### src/rtl/bsdiv_pkg.sv
package bsdiv_pkg;
  typedef enum logic [1:0] {
    ST_IDLE   = 2'd0,
    ST_SEARCH = 2'd1,
    ST_FINISH = 2'd2
  } bsdiv_state_e;

  function automatic int unsigned idx_width(input int unsigned w);
    return (w < 2) ? 1 : $clog2(w);
  endfunction
endpackage

### src/rtl/bsdiv_ctrl.sv
module bsdiv_ctrl
  import bsdiv_pkg::*;
#(
  parameter int W  = 16,
  parameter int IW = idx_width(W)
) (
  input  logic          clk,
  input  logic          rst,
  input  logic          start,
  output logic          busy,
  output logic          load,
  output logic          step,
  output logic          finish,
  output logic [IW-1:0] bit_idx
);
  localparam logic [IW-1:0] TOP_IDX = IW'(W - 1);

  bsdiv_state_e state_q;

  assign busy   = (state_q != ST_IDLE);
  assign load   = (state_q == ST_IDLE) && start;
  assign step   = (state_q == ST_SEARCH);
  assign finish = (state_q == ST_FINISH);

  always_ff @(posedge clk) begin
    if (rst) begin
      state_q <= ST_IDLE;
      bit_idx <= '0;
    end else begin
      unique case (state_q)
        ST_IDLE: if (start) begin
          state_q <= ST_SEARCH;
          bit_idx <= TOP_IDX;
        end
        ST_SEARCH: begin
          if (bit_idx == '0) state_q <= ST_FINISH;
          else               bit_idx <= bit_idx - 1'b1;
        end
        ST_FINISH: state_q <= ST_IDLE;
        default:   state_q <= ST_IDLE;
      endcase
    end
  end
endmodule

### src/rtl/bsdiv_trial.sv
module bsdiv_trial
  import bsdiv_pkg::*;
#(
  parameter int W  = 16,
  parameter int IW = idx_width(W)
) (
  input  logic [W-1:0]  acc,
  input  logic [IW-1:0] bit_idx,
  input  logic [W-1:0]  dividend,
  input  logic [W-1:0]  divisor,
  output logic          keep,
  output logic [W-1:0]  trial,
  output logic [W-1:0]  trial_rem
);
  localparam int PW = 2 * W;

  logic [W-1:0]  bit_mask;
  logic [PW-1:0] product;

  for (genvar i = 0; i < W; i++) begin : g_mask
    assign bit_mask[i] = (bit_idx == IW'(i));
  end

  assign trial     = acc | bit_mask;
  assign product   = {{W{1'b0}}, trial} * {{W{1'b0}}, divisor};
  assign keep      = (product <= {{W{1'b0}}, dividend});
  assign trial_rem = dividend - product[W-1:0];
endmodule

### src/rtl/bsearch_div.sv
module bsearch_div
  import bsdiv_pkg::*;
#(
  parameter int W = 16
) (
  input  logic         clk,
  input  logic         rst,
  input  logic         start,
  input  logic [W-1:0] dividend_i,
  input  logic [W-1:0] divisor_i,
  output logic         busy,
  output logic         done,
  output logic [W-1:0] quotient,
  output logic [W-1:0] remainder,
  output logic         div_by_zero
);
  localparam int IW = idx_width(W);

  logic          load, step, finish, keep;
  logic [IW-1:0] bit_idx;
  logic [W-1:0]  dvd_q, dsr_q, acc_q, rem_q;
  logic [W-1:0]  trial, trial_rem;

  bsdiv_ctrl #(.W(W), .IW(IW)) u_ctrl (
    .clk(clk), .rst(rst), .start(start), .busy(busy), .load(load),
    .step(step), .finish(finish), .bit_idx(bit_idx)
  );

  bsdiv_trial #(.W(W), .IW(IW)) u_trial (
    .acc(acc_q), .bit_idx(bit_idx), .dividend(dvd_q), .divisor(dsr_q),
    .keep(keep), .trial(trial), .trial_rem(trial_rem)
  );

  always_ff @(posedge clk) begin
    if (rst) begin
      dvd_q <= '0;
      dsr_q <= '0;
      acc_q <= '0;
      rem_q <= '0;
    end else if (load) begin
      dvd_q <= dividend_i;
      dsr_q <= divisor_i;
      acc_q <= '0;
      rem_q <= dividend_i;
    end else if (step && keep) begin
      acc_q <= trial;
      rem_q <= trial_rem;
    end
  end

  always_ff @(posedge clk) begin
    if (rst) begin
      done        <= 1'b0;
      quotient    <= '0;
      remainder   <= '0;
      div_by_zero <= 1'b0;
    end else begin
      done <= finish;
      if (finish) begin
        quotient    <= acc_q;
        remainder   <= rem_q;
        div_by_zero <= (dsr_q == '0);
      end
    end
  end
endmodule

### config.mk
export PLATFORM = sky130hd
export DESIGN_NAME = bsearch_div
export DESIGN_NICKNAME = d
export VERILOG_FILES = /design/src/rtl/bsdiv_pkg.sv /design/src/rtl/bsdiv_ctrl.sv /design/src/rtl/bsdiv_trial.sv /design/src/rtl/bsearch_div.sv
export SDC_FILE = /design/constraint.sdc
export NUM_CORES = 1
export LEC_CHECK = 0
export ABC_AREA = 1
export CAP_MARGIN = 25
export CORE_ASPECT_RATIO = 0.7
export CORE_MARGIN = 5
export CORE_UTILIZATION = 58
export CTS_BUF_LIST = sky130_fd_sc_hd__clkbuf_4
export CTS_CLUSTER_SIZE = 8
export DETAILED_ROUTE_END_ITERATION = 10
export PLACE_DENSITY_LB_ADDON = 0.05
export SYNTH_ARGS = -nofsm -noshare
export SYNTH_HDL_FRONTEND = slang
export SYNTH_HIERARCHICAL = 1
export SYNTH_SLANG_ARGS = --single-unit
### constraint.sdc
create_clock -name clk -period 7.13 [get_ports clk]
set_input_delay 1.0695 -clock clk [delete_from_list [all_inputs] [get_ports clk]]
set_output_delay 1.0695 -clock clk [all_outputs]
set_load 0.02 [all_outputs]
# After elaboration in Yosys (flattened, before gate mapping)
# Cells that the tools add are included.
[totals]
ff_bits = 104
input_bits = 35
[classes]
addsub = 2
mul = 1
magnitude_cmp = 1
eq_ne = 20
n_mux = 8
bitwise_logic = 1
reduce_logical = 11
[ops]
columns = ["cell", "count"]
rows = [
  ["$eq 4x4->1 const B", 8],
  ["$le 32x16->1", 1],
  ["$mul 16x16->32", 1],
  ["$mux 16", 2],
  ["$eq 4x3->1 const B", 4],
  ["$logic_not 16->1", 1],
  ["$or 16x16->16", 1],
  ["$sub 16x16->16", 1],
  ["$eq 4x2->1 const B", 2],
  ["$mux 4", 2],
  ["$pmux 4 s2", 1],
  ["$reduce_bool 2->1", 3],
  ["$eq 4x1->1 const B", 1],
  ["$logic_not 4->1", 1],
  ["$mux 2", 2],
  ["$ne 2x2->1 const B", 2],
  ["$pmux 2 s2", 1],
  ["$sub 4x1->4 const B", 1],
  ["$reduce_and 3->1", 1],
  ["$eq 2x1->1 const B", 1],
  ["$eq 2x2->1 const B", 1],
  ["$logic_and 1x1->1", 2],
  ["$logic_not 2->1", 1],
  ["$ne 2x1->1 const B", 1],
  ["2 further kinds", 2],
]

# Logic depth before layout (Yosys ltp)
[logic_depth]
word_depth = 7
mapped_depth = 41
ltp_nobuf = 40

# Hierarchy
# The synthesis kept the hierarchy.
[by_module_without_submodules]
columns = ["module", "instances", "cells_per_inst", "area_per_inst_um2"]
rows = [
  ["bsdiv_trial", 1, 1423, 10119.7],
  ["bsearch_div", 1, 448, 3482.1],
  ["bsdiv_ctrl", 1, 47, 347.8],
]

# Least setup slack after synthesis
# No wires, ideal clock.
[synth_path]
path_kind = "register to register"
startpoint = "register u_ctrl.bit_idx[3]"
endpoint = "register rem_q[10]"
arrival_ns = 6.855
required_time_ns = 6.998
path_slack_ns = 0.143
path_stages_with_launch = 39
path_buffers = 2
synth_period_minus_slack_ns = 6.987
cell_sequence = "dfxtp_1 > inv_1 > nor2_1 > a21oi_1 > inv_1 > clkbuf_1 > nand2_1 > fa_1 > fa_1 > inv_1 > fa_1 > fa_1 > fa_1 > inv_1 > fa_1 > inv_1 > ha_1 > nand2_2 > (+3 left out) > inv_1 > nand2_1 > xor2_1 > ha_1 > nand4_1 > nor3_1 > nand3_1 > nand2_1 > nand3_1 > nor2_1 > nand3_1 > nor2_1 > nand2_2 > inv_2 > nor2_4 > buf_4 > nand2_1 > a21oi_1"
[synth_via]
elab_chain_len = 6
elab_cells_between_ends = 24
cone_classes = "1 x add/sub; 1 x mul; 1 x order compare; 15 x eq/ne; 2 x mux; 1 x bitwise; 3 x reduce/logical"
[synth_rtl]
columns = ["element", "line", "rtl"]
rows = [
  ["start: declaration", "bsdiv_ctrl.sv:14", "output logic [IW-1:0] bit_idx"],
  ["start signal: assignment", "bsdiv_ctrl.sv:37", "else bit_idx <= bit_idx - 1'b1;"],
  ["$eq 4x4->1", "bsdiv_trial.sv:21", "assign bit_mask[i] = (bit_idx == IW'(i));"],
  ["$or 16x16->16", "bsdiv_trial.sv:24", "assign trial = acc | bit_mask;"],
  ["named net trial[11]", "bsearch_div.sv:22", "logic [W-1:0] trial, trial_rem;"],
  ["$mul 16x16->32", "bsdiv_trial.sv:25", "assign product = {{W{1'b0}}, trial} * {{W{1'b0}}, divisor};"],
  ["$le 32x16->1", "bsdiv_trial.sv:26", "assign keep = (product <= {{W{1'b0}}, dividend});"],
  ["named net keep", "bsearch_div.sv:19", "logic load, step, finish, keep;"],
  ["$logic_and 1x1->1", "bsearch_div.sv:45", "end else if (step && keep) begin"],
  ["$reduce_bool 2->1 (no line)", "--", ""],
  ["end signal: assignment", "bsearch_div.sv:44", "rem_q <= dividend_i;"],
  ["end signal: assignment", "bsearch_div.sv:47", "rem_q <= trial_rem;"],
  ["end: declaration", "bsearch_div.sv:21", "logic [W-1:0] dvd_q, dsr_q, acc_q, rem_q;"],
]
# The timed path passes the listed nets, and every way through them passes these cells. The select of a mux whose other input is x is not followed.
# A chain may end at the register's enable or synchronous reset.

# Worst setup path after layout
[layout_path]
startpoint = "register u_ctrl.bit_idx[1]"
endpoint = "register rem_q[9]"
# Same word-level chain as after synthesis.

==> results_dict.tcl <==
set metrics [dict create \
    rsz0062_at_grt "true" \
    synth_fp_nets 2284 \
    grt_max_degree 50 \
    post_drt_wl_per_cell_um 18.0 \
    p_int_w 0.00205 \
    dp_hpwl_um 34700 \
    seqCellArea_um2 2100 \
    synth-seq-area-share 0.149 \
    die_x_um 195 \
    nFillCells 1965 \
    gr-usage-all-layers 0.307 \
    dp.cells 2345 \
    syn_inst 1918 \
    die_h_um 140 \
    boundaryPins 70 \
    endpoint_kind "flip-flop" \
    cp-start-kind "flip-flop" \
    pre_cts_ws_ns -0.284 \
    num_rows 47 \
    overflow 0 \
    cts_buffers 9 \
    min_period_over_period 1.03 \
    portBuffers 69 \
    grt_pass1_vias 12300 \
    grt_pass1_wl_um 66700 \
    p_sw_frac 0.521 \
    setup_ws_ns -0.236 \
    cts-root-buf "clkbuf_4" \
    final_cell_mix "nand2_1, inv_1, nor2_1" \
    fin_skew_ns 0.0470 \
    final_common_cell "nand2_1" \
    hold_path_class "flip-flop to flip-flop" \
    fin_area_um2 16800 \
    tightest_slew_ns 0.604 \
    p_leak_nw 8.50 \
    clkSinkCount 104 \
    required_ns 7.53 \
    slowest_stage "fa_1" \
    p_seq_frac 0.174 \
    clkTransAtPathRegs_ns 0.18 \
    antenna_found_initial 0 \
    n_antenna_cell 0 \
    drc 0 \
    ys_warn_count 6 \
    wirelength_um 43100 \
    h-tree-depth 3 \
    synthFlopType "dfxtp_1" \
    cts_tree "built" \
    async_flop_share 0 \
    maxSlewHeadroom 0.597 \
    utilization 0.711 \
    clkLatencyLatePin_ns 0.51 \
    firstDrtPassIters 5 \
    slew_violations 0 \
    power_frac_clock 0.076 \
    routed_via_density 5.36 \
    drive_above_1_share 0.168 \
    ys_ff_latch 104 \
    setup_violations 32 \
    ant_nets 0 \
    ys_top_cells_by_area "fa_1, dfxtp_1, ha_1" \
    critPathArrivalTime_ns 7.77 \
    violations "setup timing" \
    min_period_ns 7.37 \
    initial_core_util 0.590 \
    synth_top_area_frac 0.280 \
    max_freq_mhz 136 \
    power_density_nw_per_um2 255 \
    ir_worst_vdd_mv 0.268 \
    drt-initial-drc-count 1200 \
    syn_area_per_cell_um2 7.27 \
    netlist_area_um2 13900 \
    via_count 12900 \
    instances_no_fill 2400 \
    crit_path_frequent_cell "fa_1" \
    final_nets 2443 \
    hold_violations 0 \
    maxCapViolCount 0 \
    core_region_area_um2 23600 \
    area_delta_synth_final_pct 20.6 \
    place.gp.congestion 0.988 \
    die-area_um2 27300 \
    slowest_delay_ns 0.58 \
    switchingPower_w 0.00223 \
    yosysUniqueCellTypes 40 \
    path_max_fanout 6 \
    critical_path_class "flip-flop to flip-flop" \
    yosysTopAreaCell "fa_1" \
    pwr-share-comb 0.750 \
    multi_input_area_um2 10800 \
    clock_path_buffers 2 \
    synth_edf_count 0 \
    outcome "complete, but fails checks" \
    dpl-instance-area_um2 15600 \
]
[critical path, delay by kind of cell, from the launching register on]
| kind | cells | cell delay [ns] |
|---|---|---|
| compound gates | 6 | 0.74 |
| xor+xnor | 1 | 0.19 |
| fa+ha+maj | 8 | 3.76 |
| buf+inv | 5 | 0.57 |
| flops | 1 | 0.41 |
| simple gates | 14 | 1.60 |
[cells by family after synthesis]
kind of cell | Yosys count | synth area share
flops | 104 | 0.149
fa+ha+maj | 331 | 0.402
simple gates | 812 | 0.234
compound gates | 195 | 0.0744
xor+xnor | 28 | 0.0176
buf+inv | 448 | 0.123
[worst paths after layout]
kind / depth (start not counted) / from / slack, ns / to
worst min register to register: 2 / rem_q[2] / 0.48 / rem_q[2]
worst max-delay path: 34 / u_ctrl/bit_idx[1] / -0.24 / rem_q[9]
worst max register to register: 34 / u_ctrl/bit_idx[1] / -0.24 / rem_q[9]
worst min-delay path: 2 / rem_q[2] / 0.48 / rem_q[2]
[stage by stage]
step	setup TNS (ns)	total power, W	hold slack [ns]
floorplan	0	0.00236	0.440
global route	-13.41	0.00460	0.495
detailed placement	-6.46	0.00329	0.460
global placement	-4.08	0.00327	0.454
finish	-5.51	0.00428	0.479
CTS	0	0.00377	0.481
[cells in the mapped netlist (8+ instances only)]
| master | n |
|---|---|
| nand2_2 | 10 |
| a21oi_1 | 95 |
| o21ai_0 | 75 |
| ha_1 | 136 |
| nand2_1 | 428 |
| dfxtp_1 | 104 |
| fa_1 | 195 |
| buf_2 | 14 |
| xor2_1 | 23 |
| a21boi_0 | 12 |
| nand3_1 | 42 |
| nor2_1 | 295 |
| inv_1 | 385 |
| clkbuf_1 | 35 |
| nor3_1 | 8 |
[metal layers]
| layer | wire length, um | track usage | vias to the layer above |
|---|---|---|---|
| met5 | 0 | 0 | - |
| met4 | 1040 | 0.0687 | 0 |
| met3 | 4890 | 0.101 | 85 |
| met2 | 17500 | 0.419 | 617 |
| met1 | 19700 | 0.470 | 6121 |
| li1 | - | - | 6052 |
[registers in the layout, summed over array words and instances, names as in the netlist]
signal and flops:
remainder 16, acc_q 16, dvd_q 16, quotient 16
rem_q 16, u_ctrl/state_q 2, u_ctrl/bit_idx 4, dsr_q 16
div_by_zero 1, done 1
[area by class of cell]
cell class,count,share of cell area
Tap cell,318,0.0237
Sequential cell,104,0.125
Clock buffer,9,0.00402
Inverter,393,0.0889
Multi-Input combinational cell,1366,0.642
Timing Repair Buffer,203,0.111
Clock inverter,7,0.00506
[power groups by stage]
stage	logic, W	registers [W]	clock network, W
3_5_place_dp	0.00255	0.000739	0
2_1_floorplan	0.00165	0.000719	0
5_1_grt	0.00349	0.000753	0.000353
6_report	0.00321	0.000747	0.000323
3_3_place_gp	0.00253	0.000739	0
4_1_cts	0.00271	0.000734	0.000324
[repair_timing]
item | 4_1_cts | 5_1_grt
gates resized for setup | 47 | 202
hold buffers | 0 | 0
pin swaps | 4 | 107
setup endpoints to repair | 32 | 32
setup buffers | 4 | 32
cloned | 1 | 1
Power figures use the tool's default switching activity.
